--- src/rtl/mbox_pkg.sv ---
package mbox_pkg;
  localparam int PTR_W  = 8;
  localparam int DATA_W = 32;
  localparam int ADDR_W = 2;

  localparam logic [ADDR_W-1:0] A_WWIN = 2'd0;
  localparam logic [ADDR_W-1:0] A_RWIN = 2'd1;
  localparam logic [ADDR_W-1:0] A_HCSR = 2'd2;
  localparam logic [ADDR_W-1:0] A_DCSR = 2'd3;

  localparam int B_INTEN  = 0;
  localparam int B_INTSTS = 1;
  localparam int B_INTGEN = 2;
  localparam int B_READY  = 3;
  localparam int B_RESET  = 4;
  localparam int B_OVF    = 5;

  typedef struct packed {
    logic h2dPush;
    logic h2dPop;
    logic d2hPush;
    logic d2hPop;
    logic flush;
  } mbox_strobe_t;
endpackage

--- src/rtl/mbox_ring.sv ---
module mbox_ring #(
  parameter int DEPTH = 16,
  parameter int WIDTH = 32
) (
  input  logic                     clk,
  input  logic                     rstN,
  input  logic                     flush,
  input  logic                     push,
  input  logic [WIDTH-1:0]         pushData,
  input  logic                     pop,
  output logic [WIDTH-1:0]         popData,
  output logic [mbox_pkg::PTR_W-1:0] wrPtr,
  output logic [mbox_pkg::PTR_W-1:0] rdPtr,
  output logic                     pushDrop
);
  localparam int PTR_W = mbox_pkg::PTR_W;
  localparam int IDX_W = (DEPTH > 1) ? $clog2(DEPTH) : 1;
  localparam logic [PTR_W-1:0] CAP = PTR_W'(DEPTH);

  initial begin
    assert (DEPTH >= 2 && DEPTH <= 128 && (DEPTH & (DEPTH - 1)) == 0)
      else $error("ring capacity must be a power of two from 2 to 128");
  end

  logic [WIDTH-1:0] mem [DEPTH];
  logic [PTR_W-1:0] fill;
  logic full, empty, doPush, doPop;

  assign fill     = wrPtr - rdPtr;
  assign full     = (fill == CAP);
  assign empty    = (fill == '0);
  assign doPush   = push && !full && !flush;
  assign doPop    = pop && !empty && !flush;
  assign pushDrop = push && full && !flush;
  assign popData  = empty ? '0 : mem[rdPtr[IDX_W-1:0]];

  always_ff @(posedge clk) begin
    if (doPush) mem[wrPtr[IDX_W-1:0]] <= pushData;
  end

  always_ff @(posedge clk or negedge rstN) begin
    if (!rstN) begin
      wrPtr <= '0;
      rdPtr <= '0;
    end else if (flush) begin
      wrPtr <= '0;
      rdPtr <= '0;
    end else begin
      if (doPush) wrPtr <= wrPtr + 1'b1;
      if (doPop)  rdPtr <= rdPtr + 1'b1;
    end
  end


  no_overflow_chk: assert property (@(posedge clk) disable iff (!rstN)
    (wrPtr - rdPtr) <= CAP);


  empty_pop_stable_chk: assert property (@(posedge clk) disable iff (!rstN)
    (pop && empty && !flush) |=> (rdPtr == $past(rdPtr)));


  flush_clears_chk: assert property (@(posedge clk) disable iff (!rstN)
    flush |=> (wrPtr == '0 && rdPtr == '0));
endmodule

--- src/rtl/mbox_datapath.sv ---
module mbox_datapath
  import mbox_pkg::*;
#(
  parameter int H2D_DEPTH = 16,
  parameter int D2H_DEPTH = 16
) (
  input  logic              clk,
  input  logic              rstN,
  input  mbox_strobe_t      strobe,
  input  logic [DATA_W-1:0] hostWdata,
  input  logic [DATA_W-1:0] devPushData,
  output logic [DATA_W-1:0] h2dHead,
  output logic [DATA_W-1:0] d2hHead,
  output logic [PTR_W-1:0]  h2dWp,
  output logic [PTR_W-1:0]  h2dRp,
  output logic [PTR_W-1:0]  d2hWp,
  output logic [PTR_W-1:0]  d2hRp,
  output logic              h2dDrop,
  output logic              d2hDrop
);
  mbox_ring #(.DEPTH(H2D_DEPTH), .WIDTH(DATA_W)) u_h2dRing (
    .clk      (clk),
    .rstN     (rstN),
    .flush    (strobe.flush),
    .push     (strobe.h2dPush),
    .pushData (hostWdata),
    .pop      (strobe.h2dPop),
    .popData  (h2dHead),
    .wrPtr    (h2dWp),
    .rdPtr    (h2dRp),
    .pushDrop (h2dDrop)
  );

  mbox_ring #(.DEPTH(D2H_DEPTH), .WIDTH(DATA_W)) u_d2hRing (
    .clk      (clk),
    .rstN     (rstN),
    .flush    (strobe.flush),
    .push     (strobe.d2hPush),
    .pushData (devPushData),
    .pop      (strobe.d2hPop),
    .popData  (d2hHead),
    .wrPtr    (d2hWp),
    .rdPtr    (d2hRp),
    .pushDrop (d2hDrop)
  );
endmodule

--- src/rtl/mbox_ctrl.sv ---
module mbox_ctrl
  import mbox_pkg::*;
#(
  parameter int H2D_DEPTH = 16,
  parameter int D2H_DEPTH = 16
) (
  input  logic              clk,
  input  logic              rstN,
  input  logic [ADDR_W-1:0] hostAddr,
  input  logic              hostWrEn,
  input  logic              hostRdEn,
  input  logic [DATA_W-1:0] hostWdata,
  output logic [DATA_W-1:0] hostRdata,
  output logic              hostIrq,
  input  logic              devPopEn,
  input  logic              devPushEn,
  input  logic              devDoorbellIn,
  input  logic              devReadyIn,
  output logic              devDoorbellOut,
  output logic              devResetOut,
  output logic              devHostReady,
  input  logic [DATA_W-1:0] d2hHead,
  input  logic [PTR_W-1:0]  h2dWp,
  input  logic [PTR_W-1:0]  h2dRp,
  input  logic [PTR_W-1:0]  d2hWp,
  input  logic [PTR_W-1:0]  d2hRp,
  input  logic              h2dDrop,
  input  logic              d2hDrop,
  output mbox_strobe_t      strobe
);
  localparam logic [PTR_W-1:0] H2D_CAP = PTR_W'(H2D_DEPTH);
  localparam logic [PTR_W-1:0] D2H_CAP = PTR_W'(D2H_DEPTH);

  logic intEnable, intStatus, hostReady, resetBit, hostOvf, devOvf, devReady;
  logic csrWr, nextReset, flushNow;
  logic [DATA_W-1:0] hostCsr, devCsr;

  assign csrWr     = hostWrEn && (hostAddr == A_HCSR);
  assign nextReset = csrWr ? hostWdata[B_RESET] : resetBit;
  assign flushNow  = resetBit || (csrWr && hostWdata[B_RESET]);

  always_comb begin
    strobe.h2dPush = hostWrEn && (hostAddr == A_WWIN);
    strobe.h2dPop  = devPopEn;
    strobe.d2hPush = devPushEn;
    strobe.d2hPop  = hostRdEn && (hostAddr == A_RWIN);
    strobe.flush   = flushNow;
  end

  always_ff @(posedge clk or negedge rstN) begin
    if (!rstN) begin
      intEnable      <= 1'b0;
      intStatus      <= 1'b0;
      hostReady      <= 1'b0;
      resetBit       <= 1'b0;
      hostOvf        <= 1'b0;
      devOvf         <= 1'b0;
      devReady       <= 1'b0;
      devDoorbellOut <= 1'b0;
    end else begin
      devDoorbellOut <= csrWr && hostWdata[B_INTGEN];
      if (csrWr) begin
        intEnable <= hostWdata[B_INTEN];
        resetBit  <= hostWdata[B_RESET];
      end

      if (nextReset)  hostReady <= 1'b0;
      else if (csrWr) hostReady <= hostWdata[B_READY];

      if (devDoorbellIn)                      intStatus <= 1'b1;
      else if (csrWr && hostWdata[B_INTSTS])  intStatus <= 1'b0;

      if (flushNow)                        hostOvf <= 1'b0;
      else if (h2dDrop)                    hostOvf <= 1'b1;
      else if (csrWr && hostWdata[B_OVF])  hostOvf <= 1'b0;

      if (flushNow)     devOvf <= 1'b0;
      else if (d2hDrop) devOvf <= 1'b1;

      if (nextReset)       devReady <= 1'b0;
      else if (devReadyIn) devReady <= 1'b1;
    end
  end

  assign hostCsr = {H2D_CAP, h2dWp, h2dRp, 2'b00, hostOvf, resetBit,
                    hostReady, 1'b0, intStatus, intEnable};
  assign devCsr  = {D2H_CAP, d2hWp, d2hRp, 2'b00, devOvf, 1'b0,
                    devReady, 3'b000};

  always_comb begin
    unique case (hostAddr)
      A_WWIN:  hostRdata = '0;
      A_RWIN:  hostRdata = d2hHead;
      A_HCSR:  hostRdata = hostCsr;
      default: hostRdata = devCsr;
    endcase
  end

  assign hostIrq      = intStatus && intEnable;
  assign devResetOut  = resetBit;
  assign devHostReady = hostReady;


  doorbell_sets_status_chk: assert property (@(posedge clk) disable iff (!rstN)
    devDoorbellIn |=> hostRdata[B_INTSTS] || (hostAddr != A_HCSR));


  intgen_pulse_chk: assert property (@(posedge clk) disable iff (!rstN)
    (csrWr && hostWdata[B_INTGEN]) |=> devDoorbellOut);


  intgen_quiet_chk: assert property (@(posedge clk) disable iff (!rstN)
    !(csrWr && hostWdata[B_INTGEN]) |=> !devDoorbellOut);


  reset_drops_ready_chk: assert property (@(posedge clk) disable iff (!rstN)
    (csrWr && hostWdata[B_RESET]) |=> (!devHostReady && devResetOut));
endmodule

--- src/rtl/mbox_top.sv ---
module mbox_top
  import mbox_pkg::*;
#(
  parameter int H2D_DEPTH = 16,
  parameter int D2H_DEPTH = 16
) (
  input  logic        clk,
  input  logic        rstN,
  input  logic [1:0]  hostAddr,
  input  logic        hostWrEn,
  input  logic        hostRdEn,
  input  logic [31:0] hostWdata,
  output logic [31:0] hostRdata,
  output logic        hostIrq,
  input  logic        devPopEn,
  output logic [31:0] devPopData,
  input  logic        devPushEn,
  input  logic [31:0] devPushData,
  input  logic        devDoorbellIn,
  input  logic        devReadyIn,
  output logic        devDoorbellOut,
  output logic        devResetOut,
  output logic        devHostReady
);
  mbox_strobe_t strobe;
  logic [DATA_W-1:0] d2hHead;
  logic [PTR_W-1:0]  h2dWp, h2dRp, d2hWp, d2hRp;
  logic              h2dDrop, d2hDrop;

  mbox_ctrl #(.H2D_DEPTH(H2D_DEPTH), .D2H_DEPTH(D2H_DEPTH)) u_ctrl (
    .clk            (clk),
    .rstN           (rstN),
    .hostAddr       (hostAddr),
    .hostWrEn       (hostWrEn),
    .hostRdEn       (hostRdEn),
    .hostWdata      (hostWdata),
    .hostRdata      (hostRdata),
    .hostIrq        (hostIrq),
    .devPopEn       (devPopEn),
    .devPushEn      (devPushEn),
    .devDoorbellIn  (devDoorbellIn),
    .devReadyIn     (devReadyIn),
    .devDoorbellOut (devDoorbellOut),
    .devResetOut    (devResetOut),
    .devHostReady   (devHostReady),
    .d2hHead        (d2hHead),
    .h2dWp          (h2dWp),
    .h2dRp          (h2dRp),
    .d2hWp          (d2hWp),
    .d2hRp          (d2hRp),
    .h2dDrop        (h2dDrop),
    .d2hDrop        (d2hDrop),
    .strobe         (strobe)
  );

  mbox_datapath #(.H2D_DEPTH(H2D_DEPTH), .D2H_DEPTH(D2H_DEPTH)) u_datapath (
    .clk         (clk),
    .rstN        (rstN),
    .strobe      (strobe),
    .hostWdata   (hostWdata),
    .devPushData (devPushData),
    .h2dHead     (devPopData),
    .d2hHead     (d2hHead),
    .h2dWp       (h2dWp),
    .h2dRp       (h2dRp),
    .d2hWp       (d2hWp),
    .d2hRp       (d2hRp),
    .h2dDrop     (h2dDrop),
    .d2hDrop     (d2hDrop)
  );
endmodule

--- config.mk ---
export PLATFORM = sky130hd
export DESIGN_NAME = mbox_top
export DESIGN_NICKNAME = d
export VERILOG_FILES = /design/src/rtl/mbox_pkg.sv /design/src/rtl/mbox_ring.sv /design/src/rtl/mbox_datapath.sv /design/src/rtl/mbox_ctrl.sv /design/src/rtl/mbox_top.sv
export SDC_FILE = /design/constraint.sdc
export NUM_CORES = 1
export LEC_CHECK = 0
export BUFFER_PORTS_ARGS = -buffer_cell sky130_fd_sc_hd__buf_2
export CAP_MARGIN = 5
export CORE_UTILIZATION = 30
export CTS_CLUSTER_DIAMETER = 30
export DETAILED_ROUTE_END_ITERATION = 10
export GPL_TIMING_DRIVEN = 0
export PLACE_DENSITY = 0.53
export SETUP_SLACK_MARGIN = 0.2
export SYNTH_ARGS = -nofsm -noshare
export SYNTH_HDL_FRONTEND = slang
export SYNTH_SLANG_ARGS = --single-unit
--- constraint.sdc ---
create_clock -name clk -period 15 [get_ports clk]
set_input_delay 3 -clock clk [delete_from_list [all_inputs] [get_ports clk]]
set_output_delay 3 -clock clk [all_outputs]
set_load 0.02 [all_outputs]
== After elaboration in Yosys (flattened, before gate mapping) ==
Memories as Yosys holds them, arrays and structs flattened.
Cells that the tools add are included.

* Register bits: 40
* RAM bits: 1,024
* Input bits: 74
* Output and inout port bits: 68
* Word-level logic and storage cells: 89
* Memories: 2

* $add $sub $neg: 6
* Equality and inequality tests: 4
* Mux-type cells: 27
* Reduce and logical (&&, ||, !) cells: 38

{| class="wikitable"
|+ Memories
! name !! words !! bits a word !! read ports !! clocked after memory_dff !! wr ports !! line !! text
|-
| u_datapath.u_d2hRing.mem || 16 || 32 || 1 || 0 || 1 || mbox_ring.sv:25 || <nowiki>logic [WIDTH-1:0] mem [DEPTH];</nowiki>
|-
| u_datapath.u_h2dRing.mem || 16 || 32 || 1 || 0 || 1 || mbox_ring.sv:25 ||
|}

{| class="wikitable"
|+ Operators with widths
! operator !! count
|-
| $pmux 32 s3 || 1
|-
| $mux 32 || 2
|-
| $mux 8 || 8
|-
| $add 8x1->8 const B || 4
|-
| $logic_and 1x1->1 || 20
|-
| $eq 8x5->1 const B || 2
|-
| $logic_not 8->1 || 2
|-
| $mux 1 || 16
|-
| $reduce_bool 2->1 || 8
|-
| $sub 8x8->8 || 2
|-
| $logic_not 1->1 || 5
|-
| $reduce_bool 3->1 || 1
|-
| $eq 2x1->1 const B || 1
|-
| $eq 2x2->1 const B || 1
|-
| $logic_not 2->1 || 1
|-
| $logic_or 1x1->1 || 1
|}

== Logic depth before layout (Yosys ltp) ==
* Depth in word-level cells: 8
* Depth in mapped cells: 14
* Mapped depth without buffers: 9

== By module ==
A second synthesis with hierarchy kept.

* Cells, all modules: 1,921
* Area, all modules: 42,420.7 um^2

{| class="wikitable"
|+ Modules (own cells, without submodules)
! module !! instances !! cells an instance !! area an instance (um^2) !! seq. area each (um^2)
|-
| mbox_ring || 2 || 914 || 20,763.7 || 15,775.1
|-
| mbox_ctrl || 1 || 93 || 893.4 || 200.2
|}

== Worst setup path after synthesis ==
OpenSTA, ideal clock, no wires.

* Path kind: input to output
* Start: input hostAddr[1]
* End: output hostRdata[27]
* Arrival: 4,351 ps
* Data required time: 12,000 ps
* Slack: 7,649 ps
* Stages: 6
* Buffers on the path: 3
* Cell sequence: clkbuf_1 -> inv_1 -> clkbuf_1 -> nand2_1 -> clkbuf_1 -> nor3b_1

* Word-level cells in the longest chain between the ends: 2
* Elaborated cells between the ends (all ways): 4
* Classes of those cells: 2 x eq/ne; 1 x mux; 1 x reduce/logical

{| class="wikitable"
|+ RTL lines
! item !! line !! text
|-
| from (decl) || mbox_top.sv:9 || <nowiki>input logic [1:0] hostAddr,</nowiki>
|-
| $eq 2x2->1 (tied with other cells) || mbox_ctrl.sv:91 || <nowiki>unique case (hostAddr)</nowiki>
|-
| $pmux 32 s3 (*) || mbox_ctrl.sv:91 ||
|-
| to (decl) || mbox_top.sv:13 || <nowiki>output logic [31:0] hostRdata,</nowiki>
|}

Every way passes the cells marked *; elsewhere a longest branch is shown, timed or not.

== Final worst setup path ==
* Start: register u_datapath.u_h2dRing.rdPtr[1] (netlist bit)
* End: output devPopData[2]

* Word-level cells in the longest chain between the ends: 3
* Elaborated cells between the ends (all ways): 4
* Classes of those cells: 1 x add/sub; 1 x mux; 1 x reduce/logical; 1 x memory

{| class="wikitable"
|+ RTL lines
! item !! line !! text
|-
| from (decl) || mbox_ring.sv:13 || <nowiki>output logic [mbox_pkg::PTR_W-1:0] rdPtr,</nowiki>
|-
| from (signal assigned) || mbox_ring.sv:50 || <nowiki>if (doPop) rdPtr <= rdPtr + 1'b1;</nowiki>
|-
| $sub 8x8->8 || mbox_ring.sv:29 || <nowiki>assign fill = wrPtr - rdPtr;</nowiki>
|-
| $logic_not 8->1 || mbox_ring.sv:31 || <nowiki>assign empty = (fill == '0);</nowiki>
|-
| $mux 32 (*) || mbox_ring.sv:35 || <nowiki>assign popData = empty ? '0 : mem[rdPtr[IDX_W-1:0]];</nowiki>
|-
| to (decl) || mbox_top.sv:16 || <nowiki>output logic [31:0] devPopData,</nowiki>
|}

Marks and branches as above.

==> results.md <==
Routing:
- After detailed routing, the number of remaining DRC violations is 0.
- The mean number of vias per cell is 4.95.
- In this run, the number of DRC markers left after iteration 0 of detailed routing was ~2000.
- The count of nets left with antenna violations after detail routing is 0.
- Wires add up to 112000 um.
- The detailed-route wire length per cell is ~26 um.
- The total number of vias is 21600.
- The first TritonRoute pass finished after 5 iterations.

Clock network:
- The number of buffers inserted for hold repair after clock tree synthesis is 0.
- The longest clock path from root to sink contains 3 buffers.
- In this run the clock root is driven by a sky130_fd_sc_hd__clkbuf_16.
- After clock tree synthesis, the setup repair step added 0 buffers.
- Once the clock tree was built, the resizer swapped 0 gates to a different size.
- The register clock-pin slew on the reported worst setup and hold paths is ~0.05 ns.
- The CTS buffer count is 186.
- The CTS tree is done.
- Clock latency on the worst-skew pair, taken at its later pin, is 0.80 ns.
- The tree built by TritonCTS fans out to 1064 sinks.
- The maximum level of the CTS H-tree is 4.

Layout:
- Compared with the post-synthesis result, the final layout area differs by 25.5%.
- The post-route netlist has 35.9% of its cells at a drive strength greater than 1.
- The most frequent standard cell in the layout excluding fill and tap cells is sky130_fd_sc_hd__edfxtp_1.
- After the last flow step, the layout net total stands at 2414.
- After routing the design area is 52900 um^2.
- The count of fill cells added during filler insertion is roughly 13000.
- Leaving out fill and tap cells, the most frequent cells in the layout are sky130_fd_sc_hd__edfxtp_1 (1024), sky130_fd_sc_hd__mux4_2 (320), sky130_fd_sc_hd__clkbuf_16 (188).

Logic synthesis:
- The share of the synthesized netlist area taken by xor and xnor gates is less than 1%.
- The post-synthesis average cell area is about 22 um^2.
- Summed over all instances, the cell type with the most area after synthesis is sky130_fd_sc_hd__edfxtp_1.
- The share of the Yosys chip area taken by registers is 75.2%.
- The number of library cell types mapped by synthesis is 64.
- The synthesized netlist devotes 3.20% of its cell area to simple gates.
- The largest family of logic cells by synthesized area is multiplexers.
- The post-synthesis async set-or-reset flop share is 3.76%.
- The synthesized netlist devotes about 1.8% of its cell area to compound gates.
- The post-synthesis share of cell area spent on full adders, half adders and majority gates is 0.712%.
- Yosys printed 0 warnings.
- In this run, synthesis inferred 1024 flip-flops with an integrated enable.
- The flip-flop cell with the highest count after synthesis is sky130_fd_sc_hd__edfxtp_1.
- The number of cells produced by synthesis is between 1500 and 2000.
- The number of nets handed over by synthesis was 2043.
- The cell area after synthesis is 42200 um^2.
- The synthesized design contains around 1100 register bits.
- The share of synthesized area in the top cell type comes to about 73%.
- Ranked by total cell area, the synthesized netlist is headed by sky130_fd_sc_hd__edfxtp_1 (73%), sky130_fd_sc_hd__mux4_2 (17%), sky130_fd_sc_hd__dfrtp_1 (2.4%).
- The multiplexer share of the synthesized area is 17.5%.

Placement:
- The routability congestion estimate is around 0.87.
- Summing all placed instances gives a cell area of 46200 um^2.
- The HPWL after detailed placement is 71500 um.
- In this run the tool buffered the top-level ports with ~140 buffer cells.

Timing:
- Static timing analysis puts the maximum clock frequency at 111 MHz.
- The hold violation total from the final report was 0.
- For the pin with the worst max-slew slack, the measured transition is roughly 1.2 ns.
- The final max-slew violation count is 0.
- The final critical path takes up 60.2% of the cycle.
- For the final database, setup skew stands at 0.0606 ns.
- Setup repair after global routing left no endpoint under its margin.
- In the final timing run, aggregate negative setup slack is 0 ns.
- The smallest clock period supported by the final layout is computed as ~9.0 ns.
- Setup violations remaining at the end of the flow were counted as 0.
- Measured against its own limit, the worst slew margin works out to a little under a fifth.

Critical path:
- STA puts the critical path data required time at 12.00 ns.
- The startpoint of the worst setup timing path is u_datapath.u_h2dRing.rdPtr[1]$_DFFE_PN0P_.
- The arrival time at the worst endpoint is between 6 and 7 ns.
- The worst setup path is captured at an output pin.
- The critical path is of the reg2out type.
- The startpoint kind of the worst setup timing path is a register.
- The worst flop-to-flop path startpoint is u_datapath.u_d2hRing.rdPtr[1]$_DFFE_PN0P_.
- The maximum fanout along the worst path is 10.

Min path:
- The kind of path behind the tightest hold check is reg2reg.
- The startpoint identified for the worst hold timing path is u_ctrl.devReady$_DFFE_PN0P_.

Status:
- The run finished with clean final reports.

Global route:
- The number of global-route vias before repair is ~23000.
- The initial antenna violation count was 27.
- The wire length of the first global-routing pass is 161000 um.
- After global routing the overflow that remains totals 0.
- Global routing used between 10% and 20% of the available tracks.
- Entering global routing, the biggest net connects 41 pins.

Floorplan:
- For this configuration, the core starts out at a cell density of 30.2%.
- The region available for standard cell placement spans between 100000 and 150000 um^2.
- After floorplanning, the core was divided into 137 placement rows.
- In this run the horizontal extent of the chip is roughly 380 um.
- The top-level I/O count is ~140.
- In this run the vertical extent of the chip is 377 um.
- The die covers between 100000 and 150000 um^2.

Run:
- Across the run, the number of max-cap violations was 0.

Pwr:
- VDD sags by at most around 120 uV.
- The static power due to leakage is 16.9 nW.
- Dividing total power by cell area gives a power density of 181 nW/um^2.
==> flip-flops by register name (all words and copies together) (netlist names) <==
register                    flops
u_datapath.u_d2hRing.mem      512
u_datapath.u_h2dRing.mem      512
u_datapath.u_d2hRing.rdPtr      8
u_datapath.u_d2hRing.wrPtr      8
u_datapath.u_h2dRing.rdPtr      8
u_datapath.u_h2dRing.wrPtr      8
u_ctrl.devDoorbellOut           1
u_ctrl.devHostReady             1
u_ctrl.devOvf                   1
u_ctrl.devReady                 1
u_ctrl.devResetOut              1
u_ctrl.hostOvf                  1
u_ctrl.intEnable                1
u_ctrl.intStatus                1
==> worst max-delay path: stages (launching register included) <==
cell and delay [ns]:
sky130_fd_sc_hd__dfrtp_1 0.36, sky130_fd_sc_hd__clkbuf_1 0.39, sky130_fd_sc_hd__clkbuf_1 0.47, sky130_fd_sc_hd__clkbuf_1 0.74
sky130_fd_sc_hd__inv_1 0.10, sky130_fd_sc_hd__ha_1 0.32, sky130_fd_sc_hd__nand2b_1 0.12, sky130_fd_sc_hd__a221oi_1 0.34
sky130_fd_sc_hd__o32a_1 0.23, sky130_fd_sc_hd__and4_1 0.22, sky130_fd_sc_hd__and2_1 0.12, sky130_fd_sc_hd__buf_2 0.18
sky130_fd_sc_hd__and2_1 0.47, sky130_fd_sc_hd__clkbuf_1 0.67, sky130_fd_sc_hd__nor2b_1 0.27, sky130_fd_sc_hd__buf_2 0.24
==> final cells by class <==
type	instances	area [um^2]	area share, %
Timing Repair Buffer	183	1550	2.92
Tap cell	1876	2350	4.43
Clock buffer	207	4790	9.04
Multi-Input combinational cell	751	10100	19.0
Buffer	106	444	0.839
Inverter	24	90.1	0.170
Clock inverter	139	1920	3.62
Sequential cell	1064	31800	60.0
Antenna cell	5	12.5	0.0236
==> metrics by stage <==
stage	power (mW)	cells	setup slack [ns]	util [%]	hold slack, ns
3_3_place_gp	5.24	3959	4.31	32.4	0.522
2_1_floorplan	4.62	1945	7.65	-	0.463
5_1_grt	9.92	4351	5.62	37.9	0.542
3_5_place_dp	5.28	4004	6.70	33.1	0.500
4_1_cts	9.70	4350	5.88	37.9	0.523
6_report	9.59	4355	5.96	37.9	0.525
==> final timing paths <==
check / endpoint / cells past startpoint / slack, ns
worst max-delay path: devPopData[2] / 15 / 5.96
worst min-delay path: u_ctrl.devReady$_DFFE_PN0P_ / 2 / 0.52
worst max register to register: u_datapath.u_d2hRing.mem[3][10]$_DFFE_PP_ / 15 / 9.16
worst min register to register: u_ctrl.devReady$_DFFE_PN0P_ / 2 / 0.52
max in group asynchronous: u_datapath.u_d2hRing.rdPtr[4]$_DFFE_PN0P_ / 1 / 11.95
min in group asynchronous: u_ctrl.intStatus$_DFFE_PN0P_ / 1 / 2.40
==> kinds of logic after synthesis <==
logic type / Yosys count
XOR/XNOR: 11
AND/OR/NAND/NOR: 264
buffers and inverters: 130
multiplexers: 338
adder cells (fa/ha/maj): 24
flip-flops: 1064
AO/OA/AOI/OAI: 114
==> Yosys cell counts (3+ instances only) <==
master,number
sky130_fd_sc_hd__nor2_1,33
sky130_fd_sc_hd__o211ai_1,4
sky130_fd_sc_hd__dfrtp_1,40
sky130_fd_sc_hd__a21oi_1,37
sky130_fd_sc_hd__a211oi_1,6
sky130_fd_sc_hd__buf_2,21
sky130_fd_sc_hd__xnor2_1,7
sky130_fd_sc_hd__a21boi_0,3
sky130_fd_sc_hd__ha_1,24
sky130_fd_sc_hd__a31oi_1,19
sky130_fd_sc_hd__inv_1,22
sky130_fd_sc_hd__edfxtp_1,1024
sky130_fd_sc_hd__or4_1,4
sky130_fd_sc_hd__mux4_2,320
sky130_fd_sc_hd__nor3_1,9
sky130_fd_sc_hd__nand4_1,9
sky130_fd_sc_hd__buf_1,4
sky130_fd_sc_hd__nand2b_1,8
sky130_fd_sc_hd__a311oi_1,3
sky130_fd_sc_hd__or3_1,7
sky130_fd_sc_hd__nor3b_1,10
sky130_fd_sc_hd__and2_1,7
sky130_fd_sc_hd__mux2i_1,16
sky130_fd_sc_hd__nand3_1,22
sky130_fd_sc_hd__clkbuf_1,77
sky130_fd_sc_hd__o21ai_0,16
sky130_fd_sc_hd__nand2_1,87
sky130_fd_sc_hd__o31ai_1,4
sky130_fd_sc_hd__nor2b_1,41
sky130_fd_sc_hd__and3_1,17
==> metal layers <==
metal	vias to the layer above	GRT usage (%)	routed length [um]
li1	9019	-	-
met1	11500	20.7	46200
met2	868	26.1	55100
met3	210	3.77	8430
met4	28	4.99	2400
met5	-	0	172
==> report_power, final <==
| part | internal (mW) | total [mW] | switching (mW) | leakage (nW) |
|---|---|---|---|---|
| clock | 2.87 | 4.40 | 1.53 | 3.18 |
| sequential | 3.33 | 3.35 | 0.0256 | 9.76 |
| combinational | 0.783 | 1.84 | 1.06 | 4.01 |
| total | 6.98 | 9.59 | 2.62 | 16.9 |
Power figures use the tool's default switching activity.
